$ cat config.mk
export PLATFORM = sky130hd
export DESIGN_NAME = cfg_pin_irq_mon
export DESIGN_NICKNAME = d
export VERILOG_FILES = /design/src/rtl/cfgmon_pkg.sv /design/src/rtl/cfgmon_sync.sv /design/src/rtl/cfgmon_detect.sv /design/src/rtl/cfgmon_regs.sv /design/src/rtl/cfg_pin_irq_mon.sv
export SDC_FILE = /design/constraint.sdc
export NUM_CORES = 1
export LEC_CHECK = 0
export BUFFER_PORTS_ARGS = -buffer_cell sky130_fd_sc_hd__buf_2
export CORE_MARGIN = 10
export CORE_UTILIZATION = 38
export DETAILED_ROUTE_END_ITERATION = 16
export PLACE_DENSITY = 0.69
export SLEW_MARGIN = 25
export SYNTH_ARGS = -nofsm -noshare
export SYNTH_HDL_FRONTEND = slang
export SYNTH_SLANG_ARGS = --single-unit
export TNS_END_PERCENT = 50
$ cat constraint.sdc
create_clock -name clk -period 1.59 [get_ports clk]
set_clock_uncertainty 0.2 [all_clocks]
set_input_delay 0.318 -clock clk [delete_from_list [all_inputs] [get_ports clk]]
set_output_delay 0.318 -clock clk [all_outputs]
set_load 0.03 [all_outputs]
$ cat src/rtl/cfgmon_pkg.sv
package cfgmon_pkg;
   localparam int unsigned SEL_W = 3;

   typedef enum logic [SEL_W-1:0] {
      REG_ENABLE = 3'd0,
      REG_MASK   = 3'd1,
      REG_TRIG   = 3'd2,
      REG_POL    = 3'd3,
      REG_MSTAT  = 3'd4,
      REG_RSTAT  = 3'd5,
      REG_EOI    = 3'd6,
      REG_PORT   = 3'd7
   } reg_sel_e;
endpackage

$ cat src/rtl/cfgmon_sync.sv
module cfgmon_sync #(
   parameter int unsigned WIDTH  = 12,
   parameter int unsigned STAGES = 2
) (
   input  logic             clk,
   input  logic             rst_n,
   input  logic [WIDTH-1:0] d_i,
   output logic [WIDTH-1:0] q_o
);
   logic [WIDTH-1:0] stg_q [STAGES];

   for (genvar s = 0; s < STAGES; s++) begin : g_stage
      if (s == 0) begin : g_first
         always_ff @(posedge clk or negedge rst_n) begin
            if (!rst_n) stg_q[0] <= '0;
            else        stg_q[0] <= d_i;
         end
      end else begin : g_next
         always_ff @(posedge clk or negedge rst_n) begin
            if (!rst_n) stg_q[s] <= '0;
            else        stg_q[s] <= stg_q[s-1];
         end
      end
   end

   assign q_o = stg_q[STAGES-1];
endmodule

$ cat src/rtl/cfgmon_detect.sv
module cfgmon_detect #(
   parameter int unsigned NBITS = 12
) (
   input  logic             clk,
   input  logic             rst_n,
   input  logic [NBITS-1:0] sync_i,
   input  logic [NBITS-1:0] en_i,
   input  logic [NBITS-1:0] typ_i,
   input  logic [NBITS-1:0] pol_i,
   input  logic [NBITS-1:0] eoi_i,
   output logic [NBITS-1:0] raw_o,
   output logic [NBITS-1:0] evt_o,
   output logic [NBITS-1:0] lat_o
);
   logic [NBITS-1:0] prv_q;

   always_ff @(posedge clk or negedge rst_n) begin
      if (!rst_n) prv_q <= '0;
      else        prv_q <= sync_i;
   end

   for (genvar b = 0; b < NBITS; b++) begin : g_bit
      logic act_now;
      logic act_prv;
      logic hit;
      logic lat_q;

      assign act_now = pol_i[b] ? sync_i[b] : ~sync_i[b];
      assign act_prv = pol_i[b] ? prv_q[b]  : ~prv_q[b];
      assign hit     = act_now & ~act_prv;

      // set wins over a simultaneous clear so a fresh edge is never lost
      always_ff @(posedge clk or negedge rst_n) begin
         if (!rst_n) lat_q <= 1'b0;
         else        lat_q <= en_i[b] & typ_i[b] & (hit | (lat_q & ~eoi_i[b]));
      end

      assign raw_o[b] = en_i[b] & (typ_i[b] ? lat_q : act_now);
      assign evt_o[b] = hit;
      assign lat_o[b] = lat_q;
   end
endmodule

$ cat src/rtl/cfgmon_regs.sv
module cfgmon_regs
   import cfgmon_pkg::*;
#(
   parameter int unsigned NBITS  = 12,
   parameter int unsigned DATA_W = 32
) (
   input  logic              clk,
   input  logic              rst_n,
   input  logic              wr_en_i,
   input  logic [SEL_W-1:0]  addr_i,
   input  logic [DATA_W-1:0] wdata_i,
   input  logic [NBITS-1:0]  raw_i,
   input  logic [NBITS-1:0]  sync_i,
   output logic [NBITS-1:0]  en_o,
   output logic [NBITS-1:0]  msk_o,
   output logic [NBITS-1:0]  typ_o,
   output logic [NBITS-1:0]  pol_o,
   output logic [NBITS-1:0]  eoi_o,
   output logic [NBITS-1:0]  mstat_o,
   output logic [DATA_W-1:0] rdata_o
);
   reg_sel_e         sel;
   logic [NBITS-1:0] wbits;
   logic [NBITS-1:0] rd_bits;
   logic             unused_wdata;

   assign sel          = reg_sel_e'(addr_i);
   assign wbits        = wdata_i[NBITS-1:0];
   assign unused_wdata = ^wdata_i;

   always_ff @(posedge clk or negedge rst_n) begin
      if (!rst_n) begin
         en_o  <= '0;
         msk_o <= '0;
         typ_o <= '0;
         pol_o <= '0;
      end else if (wr_en_i) begin
         case (sel)
            REG_ENABLE: en_o  <= wbits;
            REG_MASK:   msk_o <= wbits;
            REG_TRIG:   typ_o <= wbits;
            REG_POL:    pol_o <= wbits;
            default: ;
         endcase
      end
   end

   assign eoi_o   = (wr_en_i && sel == REG_EOI) ? wbits : '0;
   assign mstat_o = raw_i & ~msk_o;

   always_comb begin
      case (sel)
         REG_ENABLE: rd_bits = en_o;
         REG_MASK:   rd_bits = msk_o;
         REG_TRIG:   rd_bits = typ_o;
         REG_POL:    rd_bits = pol_o;
         REG_MSTAT:  rd_bits = mstat_o;
         REG_RSTAT:  rd_bits = raw_i;
         REG_PORT:   rd_bits = sync_i;
         default:    rd_bits = '0;
      endcase
   end

   assign rdata_o = DATA_W'(rd_bits);
endmodule

$ cat src/rtl/cfg_pin_irq_mon.sv
module cfg_pin_irq_mon
   import cfgmon_pkg::*;
#(
   parameter int unsigned NBITS       = 12,
   parameter int unsigned DATA_W      = 32,
   parameter int unsigned SYNC_STAGES = 2
) (
   input  logic              clk,
   input  logic              rst_n,
   input  logic [NBITS-1:0]  pins_i,
   input  logic              wr_en_i,
   input  logic [SEL_W-1:0]  addr_i,
   input  logic [DATA_W-1:0] wdata_i,
   output logic [DATA_W-1:0] rdata_o,
   output logic              irq_o
);
   if (NBITS < 1 || NBITS > DATA_W) begin : g_bad_width
      $error("cfg_pin_irq_mon: NBITS must lie in 1..DATA_W");
   end
   if (SYNC_STAGES < 2) begin : g_bad_sync
      $error("cfg_pin_irq_mon: SYNC_STAGES must be at least 2");
   end

   logic [NBITS-1:0] sync_q;
   logic [NBITS-1:0] en_q, msk_q, typ_q, pol_q;
   logic [NBITS-1:0] eoi_clr;
   logic [NBITS-1:0] raw_st, mstat;
   logic [NBITS-1:0] edge_evt, edge_lat;

   cfgmon_sync #(.WIDTH(NBITS), .STAGES(SYNC_STAGES)) i_sync (
      .clk   (clk),
      .rst_n (rst_n),
      .d_i   (pins_i),
      .q_o   (sync_q)
   );

   cfgmon_detect #(.NBITS(NBITS)) i_detect (
      .clk    (clk),
      .rst_n  (rst_n),
      .sync_i (sync_q),
      .en_i   (en_q),
      .typ_i  (typ_q),
      .pol_i  (pol_q),
      .eoi_i  (eoi_clr),
      .raw_o  (raw_st),
      .evt_o  (edge_evt),
      .lat_o  (edge_lat)
   );

   cfgmon_regs #(.NBITS(NBITS), .DATA_W(DATA_W)) i_regs (
      .clk     (clk),
      .rst_n   (rst_n),
      .wr_en_i (wr_en_i),
      .addr_i  (addr_i),
      .wdata_i (wdata_i),
      .raw_i   (raw_st),
      .sync_i  (sync_q),
      .en_o    (en_q),
      .msk_o   (msk_q),
      .typ_o   (typ_q),
      .pol_o   (pol_q),
      .eoi_o   (eoi_clr),
      .mstat_o (mstat),
      .rdata_o (rdata_o)
   );

   assign irq_o = |mstat;
endmodule

## Yosys cells after proc, flatten, opt, wreduce, memory -nomap -nowiden

Cells that the tools add are included.

| storage, ports and cells | value |
|---|---|
| bits in registers | 96 |
| input bits | 50 |
| output and inout bits | 33 |

| cells by class | value |
|---|---|
| eq/ne operators | 7 |
| multiplexer cells | 38 |
| bitwise logic cells | 122 |
| reductions and logical operators | 7 |

Operators with widths:

| kind | count |
|---|---|
| $pmux W12 S7 | 1 |
| $and A1 B1 Y1 | 60 |
| $not A1 Y1 | 48 |
| $mux W1 | 36 |
| $and A12 B12 Y12 | 1 |
| $eq A3 B3 Y1 const B | 4 |
| $mux W12 | 1 |
| $not A12 Y12 | 1 |
| $or A1 B1 Y1 | 12 |
| $reduce_or A12 Y1 | 1 |
| $reduce_and A2 Y1 | 4 |
| $eq A3 B2 Y1 const B | 2 |
| $eq A3 B1 Y1 const B | 1 |
| $logic_not A3 Y1 | 1 |
| $logic_and A1 B1 Y1 | 1 |

## Longest topological paths before layout

| logic depth | value |
|---|---|
| depth in word-level cells | 7 |
| depth in mapped cells | 6 |
| gate-level depth less buffers | 5 |

## Cells and area by module

From an unflattened synthesis, not the netlist that was laid out.

| unflattened totals | value |
|---|---|
| cell total of the unflattened synthesis | 460 |
| area, all modules | 5017.3 um^2 |

By module, submodules not included:

| module | times used | cells each | area each (um^2) | seq. area each (um^2) |
|---|---|---|---|---|
| cfgmon_regs | 1 | 240 | 2816.5 | 1201.2 |
| cfgmon_detect | 1 | 180 | 1486.4 | 600.6 |
| cfgmon_sync | 1 | 36 | 690.7 | 600.6 |
| cfg_pin_irq_mon | 1 | 4 | 23.8 | 0.0 |

## Worst setup path after synthesis

Ideal clock, no wire load.

| timing | value |
|---|---|
| kind | input to output |
| from | input addr_i[1] |
| to | output rdata_o[10] |
| data arrival time | 1.502 ns |
| data required time | 1.072 ns |
| slack | -0.430 ns |
| stages | 5 |
| buffers on the path | 2 |
| path through | buf_2 > nor2b_1 > buf_2 > nand3_1 > o21ai_0 |

| between the ends | value |
|---|---|
| cells in the longest elaborated chain, start to end | 2 |
| elaborated cells between the ends (all ways) | 8 |

RTL lines:

| element | line | text |
|---|---|---|
| start, declared | cfg_pin_irq_mon.sv:12 | `input logic [SEL_W-1:0] addr_i,` |
| $eq A3 B3 Y1, or another cell as far along | cfgmon_regs.sv:52 | `case (sel)` |
| $pmux W12 S7 * | cfgmon_regs.sv:52 |  |
| end, declared | cfg_pin_irq_mon.sv:14 | `output logic [DATA_W-1:0] rdata_o,` |

Mark *: on every way between the ends. The rest lies on a longest branch, timed or not.

## Worst setup path in the final report

| timing | value |
|---|---|
| from | register i_regs.pol_o[0] |
| to | output irq_o |

| between the ends | value |
|---|---|
| cells in the longest elaborated chain, start to end | 5 |

RTL lines:

| element | line | text |
|---|---|---|
| start, declared | cfgmon_regs.sv:17 | `output logic [NBITS-1:0] pol_o,` |
| start signal, assigned | cfgmon_regs.sv:42 | `REG_POL: pol_o <= wbits;` |
| $mux W1 | cfgmon_detect.sv:28 | `assign act_now = pol_i[b] ? sync_i[b] : ~sync_i[b];` |
| $mux W1 | cfgmon_detect.sv:38 | `assign raw_o[b] = en_i[b] & (typ_i[b] ? lat_q : act_now);` |
| $and A1 B1 Y1 | cfgmon_detect.sv:38 |  |
| $and A12 B12 Y12 | cfgmon_regs.sv:49 | `assign mstat_o = raw_i & ~msk_o;` |
| $reduce_or A12 Y1 | cfg_pin_irq_mon.sv:67 | `assign irq_o = \|mstat;` |
| end, declared | cfg_pin_irq_mon.sv:15 | `output logic irq_o` |

No other way between the ends.

==> flow_summary.toml <==
[grt]
grt_max_degree = 50
grt_util_all_layers_pct = 15.73
grt_pass1_vias = 4224
antenna_found_initial = 0
grt_first_pass_wirelength_um = 21010
grt-ovfl-total = 0

[route]
routed_wl_um = 13030
vias = 3962
wire_per_inst_um = 16.73
drcViolationCount = 0
vias_per_cell = 5.086
drt_pass1_iterations = 4
ant_nets = 0
drt_iter0_markers = 292

[timing]
hold_viol = 0
setup_tns_ps = -7660
finalCritPeriodShare_pct = 156.1
period_needed_ps = 2482
setup_violations = 13
max_freq_mhz = 402.9
rsz0062_at_grt = "true"
setup_ws_ps = -891.8
drv_slew = 0

[floorplanning]
die_area_sq_mm = 0.01718
num_io_pins = 83
die_h_um = 131.1
row_count = 40
start_util_pct = 38.87
core_sq_mm = 0.01206
die_w_um = 131.1

[hold_path]
holdPathStages = 3
hp-start = "wdata_i[3]"
hp-class = "input port to flop"

[placed_design]
place.gp.congestion = 0.8802
placed_cell_area_sq_mm = 0.005806
numPortBuffers = 42
hpwl_um = 9504
dp.cells = 745

[cells_and_area]
final_nets = 657
stdcell_area_sq_mm = 0.006534
diodes = 0
layout-drive-gt1-share_pct = 41.24
syn2layout_area_growth_pct = 39.36
final_cells = 779

[yosys]
ys_ff_latch = 96
ys_warn_count = 0
synth-edff-count = 0
synth_cell_type_count = 44
yosysSeqAreaShare_pct = 51.24
syn_area_sq_mm = 0.004688
synthFlopType = "dfrtp_1"
syn_area_per_cell_sq_um = 10.56
syn_inst = 444
ys_async_sr_fraction_pct = 100.0

[flow_run]
cap_violations = 0

[worst_setup_path]
cp.required_ps = 1070
reg2reg_from = "i_regs.pol_o[11]"
cp.arrival_ps = 1960
endpoint_kind = "output port"
cp-startpoint = "i_regs.pol_o[0]"
start_kind = "flop"
path_max_fanout = 2
worst-setup-path-type = "flop to output port"
r2r_cells = 6

[clocking]
cts_root_buf = "clkbuf_16"
clk_latency_ps = 350
cts_tree = "yes"
clock_sinks = 96
cts_buffers = 9
clockBufferDepth = 2
clk_pin_slew_worst_paths_ps = 70
htreeDepth = 3

[outcome]
violations = "setup timing"
outcome = "finished, violations left"

[pwr]
vdd_drop_max_uv = 664.6
p_leak_nw = 2.973
p_per_area_mw_per_mm2 = 1186
synth_stat cells, types with 5 or more instances:
master | n | area (sq um)
a21oi_1 | 17 | 85.08
a221oi_1 | 8 | 70.07
a22o_1 | 10 | 87.58
buf_2 | 6 | 30.03
buf_4 | 24 | 180.2
dfrtp_1 | 96 | 2402
inv_1 | 8 | 30.03
mux2_2 | 43 | 484.2
mux2i_1 | 8 | 80.08
nand2_1 | 66 | 247.7
nand3_1 | 5 | 25.02
nand4_1 | 6 | 37.54
nor2_1 | 47 | 176.4
nor2b_1 | 10 | 62.56
nor4b_1 | 5 | 43.79
o2111ai_1 | 7 | 61.31
o211ai_1 | 7 | 52.55
o21ai_0 | 23 | 115.1
xor2_1 | 8 | 70.07
critical path, cell delays in order, from the launching register on:
cell,delay [ps]
dfrtp_1,410
xor2_2,240
nor4b_2,100
nor4_4,280
and4_1,220
nand4_1,170
buf_6,200
path summary, 6_finish.rpt:
check | to | slack (ps)
worst max-delay path | irq_o | -890
worst min-delay path | i_regs.msk_o[3] | 30
worst max register to register | i_detect.g_bit[11].lat_q | 220
worst min register to register | i_sync.q_o[6] | 140
max in group asynchronous | i_regs.pol_o[1] | 460
min in group asynchronous | i_detect.prv_q[6] | 170
repair_timing:
| item | CTS | global route |
|---|---|---|
| hold buffers | 13 | 0 |
| gates resized for setup | 33 | 34 |
| hold endpoints to repair | 108 | 0 |
| setup endpoints to repair | 40 | 60 |
| setup buffers | 4 | 7 |
| pin swaps | 13 | 20 |
cell families after synthesis:
| family | after synthesis | share of synthesized area (%) |
|---|---|---|
| buffers and inverters | 46 | 6.245 |
| other | 1 | 0.07999 |
| AOI/OAI and AO/OA | 84 | 12.52 |
| DFF | 96 | 51.24 |
| muxes | 53 | 12.84 |
| xor gates and xnor gates | 9 | 1.681 |
| and+or+nand+nor | 155 | 15.40 |
cell usage in the layout, fill, tap and decap left out, types with 3 or more instances in the layout:
cell / netlist / routed
a31oi_1: 3 / 3
buf_4: 24 / 114
a221oi_1: 8 / 7
clkbuf_16: 0 / 9
nand3_1: 5 / 5
a221oi_2: 3 / 4
xor2_1: 8 / 5
o21ai_1: 0 / 10
buf_6: 3 / 12
mux2_2: 43 / 42
dlygate4sd3_1: 0 / 13
a31o_2: 3 / 4
a22o_1: 10 / 10
inv_1: 8 / 8
xor2_2: 0 / 3
nor2_1: 47 / 46
buf_2: 6 / 27
conb_1: 1 / 20
nor2b_4: 0 / 3
a21oi_2: 0 / 3
o211ai_1: 7 / 7
nand4_1: 6 / 6
a21oi_1: 17 / 14
o2111ai_1: 7 / 5
nor2b_1: 10 / 7
nand2_1: 66 / 65
mux2i_1: 8 / 8
dfrtp_1: 96 / 94
o21ai_0: 23 / 11
buf_12: 0 / 4
nor4b_2: 0 / 4
metrics by stage:
step	util (%)	hold slack, ps	power, mW	setup WS, ps
global placement	48.13	2.128	5.071	-548.0
floorplan	-	-177.6	4.210	-301.2
CTS	52.79	27.64	7.667	-882.6
global route	54.17	48.40	8.142	-961.1
finish	54.17	34.50	7.746	-891.8
detailed placement	48.13	4.876	5.168	-611.1
flip-flops by register name, summed over array words and instances, names as in the netlist:
signal and flops:
i_detect.g_bit.lat_q 12, i_detect.prv_q 12, i_regs.en_o 12, i_regs.msk_o 12, i_regs.pol_o 12, i_regs.typ_o 12
i_sync.q_o 12, i_sync.stg_q 12
power by group:
part	switching (mW)	internal (mW)	leakage [nW]	total [mW]
combinational	1.14	1.21	1.66	2.35
sequential	0.266	2.79	1.16	3.05
clock	0.926	1.42	0.156	2.35
final cells by class:
type | count | area (sq um)
Multi-Input combinational cell | 321 | 2217
Timing Repair Buffer | 171 | 1351
Inverter | 8 | 30.03
Fill cell | 1036 | 5528
Clock inverter | 4 | 77.57
Sequential cell | 96 | 2405
Tap cell | 168 | 210.2
Clock buffer | 11 | 242.7
layer usage:
layer  wire, um  track usage, %  vias to the layer above
met3        927           4.666                       22
met4        258           5.690                        0
met2       6473           26.13                      123
li1           -               -                     1853
met5          0               0                        -
met1       5372           18.95                     1964
No activity file was read; power rests on OpenSTA's default activity.
